**src/rtl/dma_pkg.sv**
```systemverilog
package dma_pkg;
  typedef enum logic [1:0] {
    XK_VERIFY = 2'b00, XK_TO_MEM = 2'b01, XK_FROM_MEM = 2'b10, XK_MEM2MEM = 2'b11
  } xkind_e;

  typedef enum logic [1:0] {
    PC_DEMAND = 2'b00, PC_SINGLE = 2'b01, PC_BLOCK = 2'b10, PC_RSVD = 2'b11
  } pace_e;

  typedef struct packed {
    logic   dec;
    logic   reload;
    pace_e  pace;
    xkind_e kind;
  } mode_t;

  typedef enum logic [2:0] {
    ST_IDLE, ST_HOLD, ST_XFER, ST_MRD, ST_MWR
  } seq_e;

  localparam logic [3:0] RA_SRC  = 4'd0;
  localparam logic [3:0] RA_CNT  = 4'd1;
  localparam logic [3:0] RA_DST  = 4'd2;
  localparam logic [3:0] RA_MODE = 4'd3;
  localparam logic [3:0] RA_CMD  = 4'd4;
  localparam logic [3:0] RA_SREQ = 4'd5;
  localparam logic [3:0] RA_MASK = 4'd6;
  localparam logic [3:0] RA_MCLR = 4'd7;
  localparam logic [3:0] RA_STAT = 4'd8;  // read: status, write: pointer clear
  localparam logic [3:0] RA_TEMP = 4'd9;
endpackage

```
**src/rtl/dma_regfile.sv**
```systemverilog
module dma_regfile
  import dma_pkg::*;
#(
  parameter int AW = 16,
  parameter int DW = 8
) (
  input  logic          clk_i,
  input  logic          rst_ni,
  input  logic          we_i,
  input  logic          re_i,
  input  logic [3:0]    addr_i,
  input  logic [DW-1:0] wdata_i,
  output logic [DW-1:0] rdata_o,
  input  logic          dreq_i,
  input  logic          step_i,
  input  logic          end_i,
  input  logic          tc_i,
  input  logic          temp_ld_i,
  input  logic [DW-1:0] temp_d_i,
  output logic [AW-1:0] cur_src_o,
  output logic [AW-1:0] cur_dst_o,
  output logic [AW-1:0] cur_cnt_o,
  output mode_t         mode_o,
  output logic          req_o,
  output logic [DW-1:0] temp_o
);
  localparam int NB = AW / DW;
  localparam int PW = (NB > 1) ? $clog2(NB) : 1;

  logic [AW-1:0] base_src_q, base_dst_q, base_cnt_q;
  logic [AW-1:0] cur_src_q, cur_dst_q, cur_cnt_q;
  logic [PW-1:0] ptr_q;
  mode_t         mode_q;
  logic          dis_q, mask_q, sreq_q, tc_q;
  logic [DW-1:0] temp_q;

  logic mclr, ptr_clr, wide_hit, stat_rd;
  assign mclr     = we_i && addr_i == RA_MCLR;
  assign ptr_clr  = we_i && addr_i == RA_STAT;
  assign stat_rd  = re_i && addr_i == RA_STAT;
  assign wide_hit = (we_i || re_i) &&
                    (addr_i == RA_SRC || addr_i == RA_CNT || addr_i == RA_DST);

  always_ff @(posedge clk_i or negedge rst_ni) begin
    if (!rst_ni) begin
      ptr_q <= '0;
    end else if (mclr || ptr_clr) begin
      ptr_q <= '0;
    end else if (wide_hit) begin
      ptr_q <= (int'(ptr_q) == NB - 1) ? '0 : ptr_q + 1'b1;
    end
  end

  always_ff @(posedge clk_i or negedge rst_ni) begin
    if (!rst_ni) begin
      mode_q <= '0;
      dis_q  <= 1'b0;
      mask_q <= 1'b1;
      sreq_q <= 1'b0;
      tc_q   <= 1'b0;
      temp_q <= '0;
    end else if (mclr) begin
      dis_q  <= 1'b0;
      mask_q <= 1'b1;
      sreq_q <= 1'b0;
      tc_q   <= 1'b0;
      temp_q <= '0;
    end else begin
      if (we_i && addr_i == RA_MODE) mode_q <= mode_t'(wdata_i[5:0]);
      if (we_i && addr_i == RA_CMD)  dis_q  <= wdata_i[0];
      if (we_i && addr_i == RA_MASK) mask_q <= wdata_i[0];
      if (we_i && addr_i == RA_SREQ) sreq_q <= wdata_i[0];
      if (temp_ld_i) temp_q <= temp_d_i;
      if (stat_rd) tc_q <= 1'b0;
      if (tc_i) tc_q <= 1'b1;
      if (end_i) begin
        sreq_q <= 1'b0;
        if (!mode_q.reload) mask_q <= 1'b1;
      end
    end
  end

  // base/working copies survive master clear
  always_ff @(posedge clk_i or negedge rst_ni) begin
    if (!rst_ni) begin
      base_src_q <= '0; base_dst_q <= '0; base_cnt_q <= '0;
      cur_src_q  <= '0; cur_dst_q  <= '0; cur_cnt_q  <= '0;
    end else if (step_i) begin
      if (end_i && mode_q.reload) begin
        cur_src_q <= base_src_q;
        cur_dst_q <= base_dst_q;
        cur_cnt_q <= base_cnt_q;
      end else begin
        cur_src_q <= mode_q.dec ? cur_src_q - 1'b1 : cur_src_q + 1'b1;
        cur_dst_q <= mode_q.dec ? cur_dst_q - 1'b1 : cur_dst_q + 1'b1;
        cur_cnt_q <= cur_cnt_q - 1'b1;
      end
    end else if (we_i) begin
      for (int b = 0; b < NB; b++) begin
        if (int'(ptr_q) == b) begin
          case (addr_i)
            RA_SRC: begin
              base_src_q[b*DW +: DW] <= wdata_i;
              cur_src_q[b*DW +: DW]  <= wdata_i;
            end
            RA_CNT: begin
              base_cnt_q[b*DW +: DW] <= wdata_i;
              cur_cnt_q[b*DW +: DW]  <= wdata_i;
            end
            RA_DST: begin
              base_dst_q[b*DW +: DW] <= wdata_i;
              cur_dst_q[b*DW +: DW]  <= wdata_i;
            end
            default: ;
          endcase
        end
      end
    end
  end

  always_comb begin
    case (addr_i)
      RA_SRC:  rdata_o = DW'(cur_src_q >> (DW * int'(ptr_q)));
      RA_CNT:  rdata_o = DW'(cur_cnt_q >> (DW * int'(ptr_q)));
      RA_DST:  rdata_o = DW'(cur_dst_q >> (DW * int'(ptr_q)));
      RA_STAT: rdata_o = DW'({dreq_i | sreq_q, tc_q});
      RA_TEMP: rdata_o = temp_q;
      default: rdata_o = '0;
    endcase
  end

  assign req_o     = (dreq_i | sreq_q) & ~mask_q & ~dis_q;
  assign cur_src_o = cur_src_q;
  assign cur_dst_o = cur_dst_q;
  assign cur_cnt_o = cur_cnt_q;
  assign mode_o    = mode_q;
  assign temp_o    = temp_q;
endmodule

```
**src/rtl/dma_xfer_fsm.sv**
```systemverilog
module dma_xfer_fsm
  import dma_pkg::*;
#(
  parameter int AW = 16,
  parameter int DW = 8
) (
  input  logic          clk_i,
  input  logic          rst_ni,
  input  logic          req_i,
  input  logic          hold_ack_i,
  input  logic          eop_ni,
  input  xkind_e        kind_i,
  input  pace_e         pace_i,
  input  logic [AW-1:0] cur_src_i,
  input  logic [AW-1:0] cur_dst_i,
  input  logic [AW-1:0] cur_cnt_i,
  input  logic [DW-1:0] temp_i,
  input  logic [DW-1:0] mem_rdata_i,
  output logic          hold_req_o,
  output logic          dack_o,
  output logic [AW-1:0] mem_addr_o,
  output logic          mem_rd_o,
  output logic          mem_wr_o,
  output logic          io_rd_o,
  output logic          io_wr_o,
  output logic [DW-1:0] mem_wdata_o,
  output logic          eop_no,
  output logic          step_o,
  output logic          end_o,
  output logic          tc_o,
  output logic          temp_ld_o,
  output logic [DW-1:0] temp_d_o
);
  seq_e st_q, st_d;
  logic last_cyc, tc_now, ext_end;
  logic is_m2m, first_st;

  assign is_m2m   = kind_i == XK_MEM2MEM;
  assign first_st = is_m2m;
  assign last_cyc = st_q == ST_XFER || st_q == ST_MWR;
  assign tc_now   = last_cyc && cur_cnt_i == '0;
  assign ext_end  = last_cyc && !eop_ni;

  always_comb begin
    st_d = st_q;
    case (st_q)
      ST_IDLE: if (req_i) st_d = ST_HOLD;
      ST_HOLD: if (hold_ack_i) st_d = first_st ? ST_MRD : ST_XFER;
      ST_MRD:  st_d = ST_MWR;
      ST_XFER, ST_MWR: begin
        if (tc_now || ext_end) st_d = ST_IDLE;
        else begin
          case (pace_i)
            PC_BLOCK:  st_d = is_m2m ? ST_MRD : ST_XFER;
            PC_DEMAND: st_d = req_i ? (is_m2m ? ST_MRD : ST_XFER) : ST_IDLE;
            default:   st_d = ST_IDLE;
          endcase
        end
      end
      default: st_d = ST_IDLE;
    endcase
  end

  always_ff @(posedge clk_i or negedge rst_ni) begin
    if (!rst_ni) st_q <= ST_IDLE;
    else         st_q <= st_d;
  end

  assign hold_req_o  = st_q != ST_IDLE;
  assign dack_o      = st_q == ST_XFER;
  assign mem_addr_o  = (st_q == ST_MWR) ? cur_dst_i : cur_src_i;
  assign mem_rd_o    = (dack_o && kind_i == XK_FROM_MEM) || st_q == ST_MRD;
  assign mem_wr_o    = (dack_o && kind_i == XK_TO_MEM) || st_q == ST_MWR;
  assign io_rd_o     = dack_o && kind_i == XK_TO_MEM;
  assign io_wr_o     = dack_o && kind_i == XK_FROM_MEM;
  assign mem_wdata_o = temp_i;
  assign eop_no      = !tc_now;
  assign step_o      = last_cyc;
  assign end_o       = tc_now || ext_end;
  assign tc_o        = tc_now;
  assign temp_ld_o   = st_q == ST_MRD;
  assign temp_d_o    = mem_rdata_i;
endmodule

```
**src/rtl/dma_chan_seq.sv**
```systemverilog
module dma_chan_seq
  import dma_pkg::*;
#(
  parameter int AW = 16,
  parameter int DW = 8
) (
  input  logic          clk_i,
  input  logic          rst_ni,
  input  logic          cpu_we_i,
  input  logic          cpu_re_i,
  input  logic [3:0]    cpu_addr_i,
  input  logic [DW-1:0] cpu_wdata_i,
  output logic [DW-1:0] cpu_rdata_o,
  input  logic          dreq_i,
  output logic          hold_req_o,
  input  logic          hold_ack_i,
  output logic          dack_o,
  input  logic          eop_ni,
  output logic          eop_no,
  output logic [AW-1:0] mem_addr_o,
  output logic          mem_rd_o,
  output logic          mem_wr_o,
  output logic          io_rd_o,
  output logic          io_wr_o,
  input  logic [DW-1:0] mem_rdata_i,
  output logic [DW-1:0] mem_wdata_o
);
  logic [AW-1:0] cur_src, cur_dst, cur_cnt;
  logic [DW-1:0] temp, temp_d;
  mode_t         mode;
  logic          req, step, run_end, tc, temp_ld;

  dma_regfile #(.AW(AW), .DW(DW)) u_regs (
    .clk_i, .rst_ni,
    .we_i(cpu_we_i), .re_i(cpu_re_i), .addr_i(cpu_addr_i),
    .wdata_i(cpu_wdata_i), .rdata_o(cpu_rdata_o),
    .dreq_i, .step_i(step), .end_i(run_end), .tc_i(tc),
    .temp_ld_i(temp_ld), .temp_d_i(temp_d),
    .cur_src_o(cur_src), .cur_dst_o(cur_dst), .cur_cnt_o(cur_cnt),
    .mode_o(mode), .req_o(req), .temp_o(temp)
  );

  dma_xfer_fsm #(.AW(AW), .DW(DW)) u_fsm (
    .clk_i, .rst_ni,
    .req_i(req), .hold_ack_i, .eop_ni,
    .kind_i(mode.kind), .pace_i(mode.pace),
    .cur_src_i(cur_src), .cur_dst_i(cur_dst), .cur_cnt_i(cur_cnt),
    .temp_i(temp), .mem_rdata_i,
    .hold_req_o, .dack_o, .mem_addr_o, .mem_rd_o, .mem_wr_o,
    .io_rd_o, .io_wr_o, .mem_wdata_o, .eop_no,
    .step_o(step), .end_o(run_end), .tc_o(tc),
    .temp_ld_o(temp_ld), .temp_d_o(temp_d)
  );
endmodule

```
**config.mk**
```make
export PLATFORM = sky130hd
export DESIGN_NAME = dma_chan_seq
export DESIGN_NICKNAME = d
export VERILOG_FILES = /design/src/rtl/dma_pkg.sv /design/src/rtl/dma_regfile.sv /design/src/rtl/dma_xfer_fsm.sv /design/src/rtl/dma_chan_seq.sv
export SDC_FILE = /design/constraint.sdc
export NUM_CORES = 1
export LEC_CHECK = 0
export ABC_CLOCK_PERIOD_IN_PS = 2880
export BUFFER_PORTS_ARGS = -buffer_cell sky130_fd_sc_hd__buf_4
export CORE_MARGIN = 4
export CORE_UTILIZATION = 55
export DETAILED_ROUTE_END_ITERATION = 10
export GPL_ROUTABILITY_DRIVEN = 1
export PLACE_DENSITY = 0.77
export SLEW_MARGIN = 20
export SYNTH_ARGS = -nofsm -noshare
export SYNTH_HDL_FRONTEND = slang
export SYNTH_SLANG_ARGS = --single-unit
```
**constraint.sdc**
```tcl
create_clock -name clk_i -period 2.88 [get_ports clk_i]
set_input_delay 0.432 -clock clk_i [delete_from_list [all_inputs] [get_ports clk_i]]
set_output_delay 0.432 -clock clk_i [all_outputs]
set_load 0.05 [all_outputs]
```
==> run_results.csv <==
group,metric,value,unit
run_status,status,"finished, final reports clean",
timing,hold_ws,0.2561,ns
setup_path,crit_required,3.22,ns
pwr,peakVddDrop,0.5629,mV
timing,setup_viol,0,
timing,worst_slack,0.2100,ns
setup_path,rr_startpoint,"u_regs.mode_o[5]",
drt,dr.pass1.iters,5,
clock_tree,cts_root_buf,"clkbuf_16",
timing,slew_viol_final,0,
finish,utilization,66.18,%
timing,hold_viol_final,0,
clock_tree,htree_levels,4,
logic_synthesis,synth_fa_ha_area_share,5.211,%
pwr,p_sw_share,43.84,%
logic_synthesis,postSynthAreaPerCell,9.478,sq um
clock_tree,numClockSinks,118,
grt,grt_pass1_wl,36110,microns
logic_synthesis,synth-seq-cells,118,
setup_path,critPathLaunchType,"flop",
logic_synthesis,synth_area_leaders,"dfrtp_1, mux2_2, a21oi_1, mux2i_1, ha_1",
timing,setup_tns,0,ns
pwr,p_sw,4.666,mW
setup_path,slowest_stage,"dfrtp_1",
logic_synthesis,syn_nets,900,
logic_synthesis,synth_top_family_by_area,"compound AO/OA/AOI/OAI gates",
logic_synthesis,yosys.area_share.simple,14.42,%
floorplan,die_h,128.4,microns
pwr,seq_power_share,31.1,%
logic_synthesis,ys_types,70,
grt,grt_pass1_vias,6606,
clock_tree,clk_pin_slew_worst_paths,0.06,ns
placed_design,place_inst,1051,
pwr,pwr-share-comb,47.8,%
setup_path,path_max_fanout,9,
pwr,leakage,4.243,nW
grt,overflow,0,
grt,grt_max_degree,48,
floorplan,ios,66,
placed_design,globalplace.congestion,0.9775,
logic_synthesis,yosysWarnings,0,
logic_synthesis,yosysTopAreaCell,"dfrtp_1",
setup_path,critical_path.max_stage_delay,0.49,ns
clock_tree,cts_tree,"yes",
drt,drtIter0Drc,806,
logic_synthesis,synth_compound_area_share,20.12,%
grt,grtUsageTotal,28.19,%
finish,drive_above_1_share,23.56,%
clock_tree,cts_setup_buffers,0,
drt,wl_per_cell,21.06,microns
timing,clock_skew,0.01049,ns
setup_path,crit_start,"u_regs.mode_o[5]",
setup_path,critical_path.top_delay_family,"compound AO/OA/AOI/OAI gates",
floorplan,die_w,128.4,microns
pwr,power.share.clock,21.1,%
drt,vias,7032,
logic_synthesis,yosysTopAreaCellShare,36.73,%
pwr,internal_power,5.976,mW
finish,area_delta_synth_final,16.58,%
finish,fillCellCount,1133,
setup_path,crit_chain,"buf_4, ha_1, a211oi_1, o211ai_1, a31oi_1, o21ai_0, xor2_1, nand2_1, a22oi_1",
drt,drc,0,
hold_path,min-delay-path-class,"primary input to flop",
grt,antenna_found_initial,0,
logic_synthesis,synth_ff_type,"dfrtp_1",
logic_synthesis,synth_area,0.007971,sq mm
pwr,p_per_area,1145,mW/mm^2
clock_tree,clk_path_buf_depth,2,
drt,wl,22820,microns
logic_synthesis,synth-xor-area-share,3.955,%
placed_design,port_buffers,65,
logic_synthesis,synth_common_cells,"dfrtp_1, a21oi_1, nand2_1",
finish,fin_nets,950,
placed_design,dp_hpwl,15310,microns
setup_path,endpoint_kind,"flop",
hold_path,holdCritStartpoint,"mem_rdata_i[1]",
run,max_cap_viol_count,0,
timing,fin_crit,2.670,ns
timing,tightest_slew,0.5881,ns
finish,n_antenna_cell,0,
floorplan,coreArea,0.01404,sq mm
timing,period_share,92.71,%
setup_path,worst-setup-path-type,"flop to flop",
timing,timing.fmax,374.5,MHz
logic_synthesis,yosysSeqAreaShare,37.06,%
drt,vias_per_cell,6.487,
floorplan,rows,43,
clock_tree,clock_latency,0.43,ns
logic_synthesis,muxShareOfSynthArea,15.29,%
logic_synthesis,synth_most_common_cell,"dfrtp_1",
logic_synthesis,async_reset_ff_share,100.0,%
finish,stdcell_count,1084,
clock_tree,cts_buffers,17,
setup_path,arrival,3.01,ns
floorplan,initial_core_util,56.77,%
logic_synthesis,postSynthCellCount,841,
floorplan,dieArea,0.01648,sq mm
placed_design,pre_cts_ws,0.2343,ns
logic_synthesis,synth_edf_count,0,
drt,ant_nets,0,
timing,slew_headroom,60.72,%
setup_path,path_buf_inv,1,
timing,rsz0062_at_grt,"false",
stage by stage:
step / power, mW / area [sq um]
2_1_floorplan: 6.854 / 7976
3_3_place_gp: 8.172 / 8656
3_5_place_dp: 8.277 / 8656
4_1_cts: 10.57 / 9289
5_1_grt: 11.27 / 9293
6_report: 10.64 / 9293
state kept, by name, indices dropped and copies added (netlist names):
signal / count
u_fsm.st_q: 3
u_regs.mode_o: 6
u_regs.cur_cnt_o: 16
u_regs.temp_o: 8
u_regs.cur_src_o: 16
u_regs.mask_q: 1
u_regs.dis_q: 1
u_regs.cur_dst_o: 16
u_regs.base_cnt_q: 16
u_regs.base_src_q: 16
u_regs.sreq_q: 1
u_regs.base_dst_q: 16
u_regs.tc_q: 1
u_regs.ptr_q: 1
final timing paths:
kind	depth (start not counted)	to	slack (ns)
setup / recovery	9	u_regs.cur_dst_o[13]	0.21
setup reg to reg	9	u_regs.cur_dst_o[13]	0.21
max in group asynchronous	3	u_regs.base_src_q[5]	1.69
min in group asynchronous	2	u_fsm.st_q[0]	0.49
hold / removal	3	u_regs.temp_o[1]	0.26
hold reg to reg	1	u_regs.base_src_q[9]	0.49
timing repair:
item,CTS,global route
endpoints found under the setup margin,0,1
resized for setup,0,1
hold endpoints to repair,25,0
hold buffers,1,0
per-layer routing:
metal / wire length [microns] / global-route usage (%) / vias to the layer above
li1: - / - / 3204
met1: 10070 / 40.48 / 3419
met2: 10080 / 42.14 / 349
met3: 1955 / 5.645 / 60
met4: 716 / 10.86 / 0
met5: 0 / 0 / -
worst register-to-register path: cells and delay by family (launching register included):
kind	cells	cell delay, ns
xor+xnor	1	0.15
simple gates	1	0.06
flops	1	0.49
fa+ha+maj	1	0.30
buf+inv	1	0.23
compound gates	5	1.35
kinds of logic after synthesis:
group	count (synthesis)
AOI/OAI and AO/OA	251
DFF	118
xor gates and xnor gates	36
adders and majority gates	32
buffers and inverters	71
and+or+nand+nor	222
muxes	111
layout make-up:
type                            count  area (sq um)  area share (%)
Multi-Input combinational cell    652          4726           50.85
Timing Repair Buffer               90         719.4           7.742
Inverter                           12         45.04          0.4847
Sequential cell                   118          2954           31.79
Clock inverter                     13         170.2           1.831
Clock buffer                       19         452.9           4.874
Tap cell                          180         225.2           2.424
layout by cell type (no fill, tap or decap), types with 28 or more instances in the layout:
master    Yosys  final
dfrtp_1     117    117
mux2_2       67     67
ha_1         30     30
nor2_1       45     45
a211oi_1     28     28
mux2i_1      40     40
o21ai_0      44     44
buf_4         0     85
a21oi_1      84     84
nand2_1      69     69
power by group through the flow:
stage                     logic (mW)  clock network (mW)  registers (mW)
final                           5.09                2.24            3.31
after global routing            5.56                2.33            3.39
after CTS                       5.03                2.26            3.28
after detailed placement        4.98                   0            3.29
after global placement          4.90                   0            3.27
after floorplan                 3.72                   0            3.14
Power figures use the tool's default switching activity.
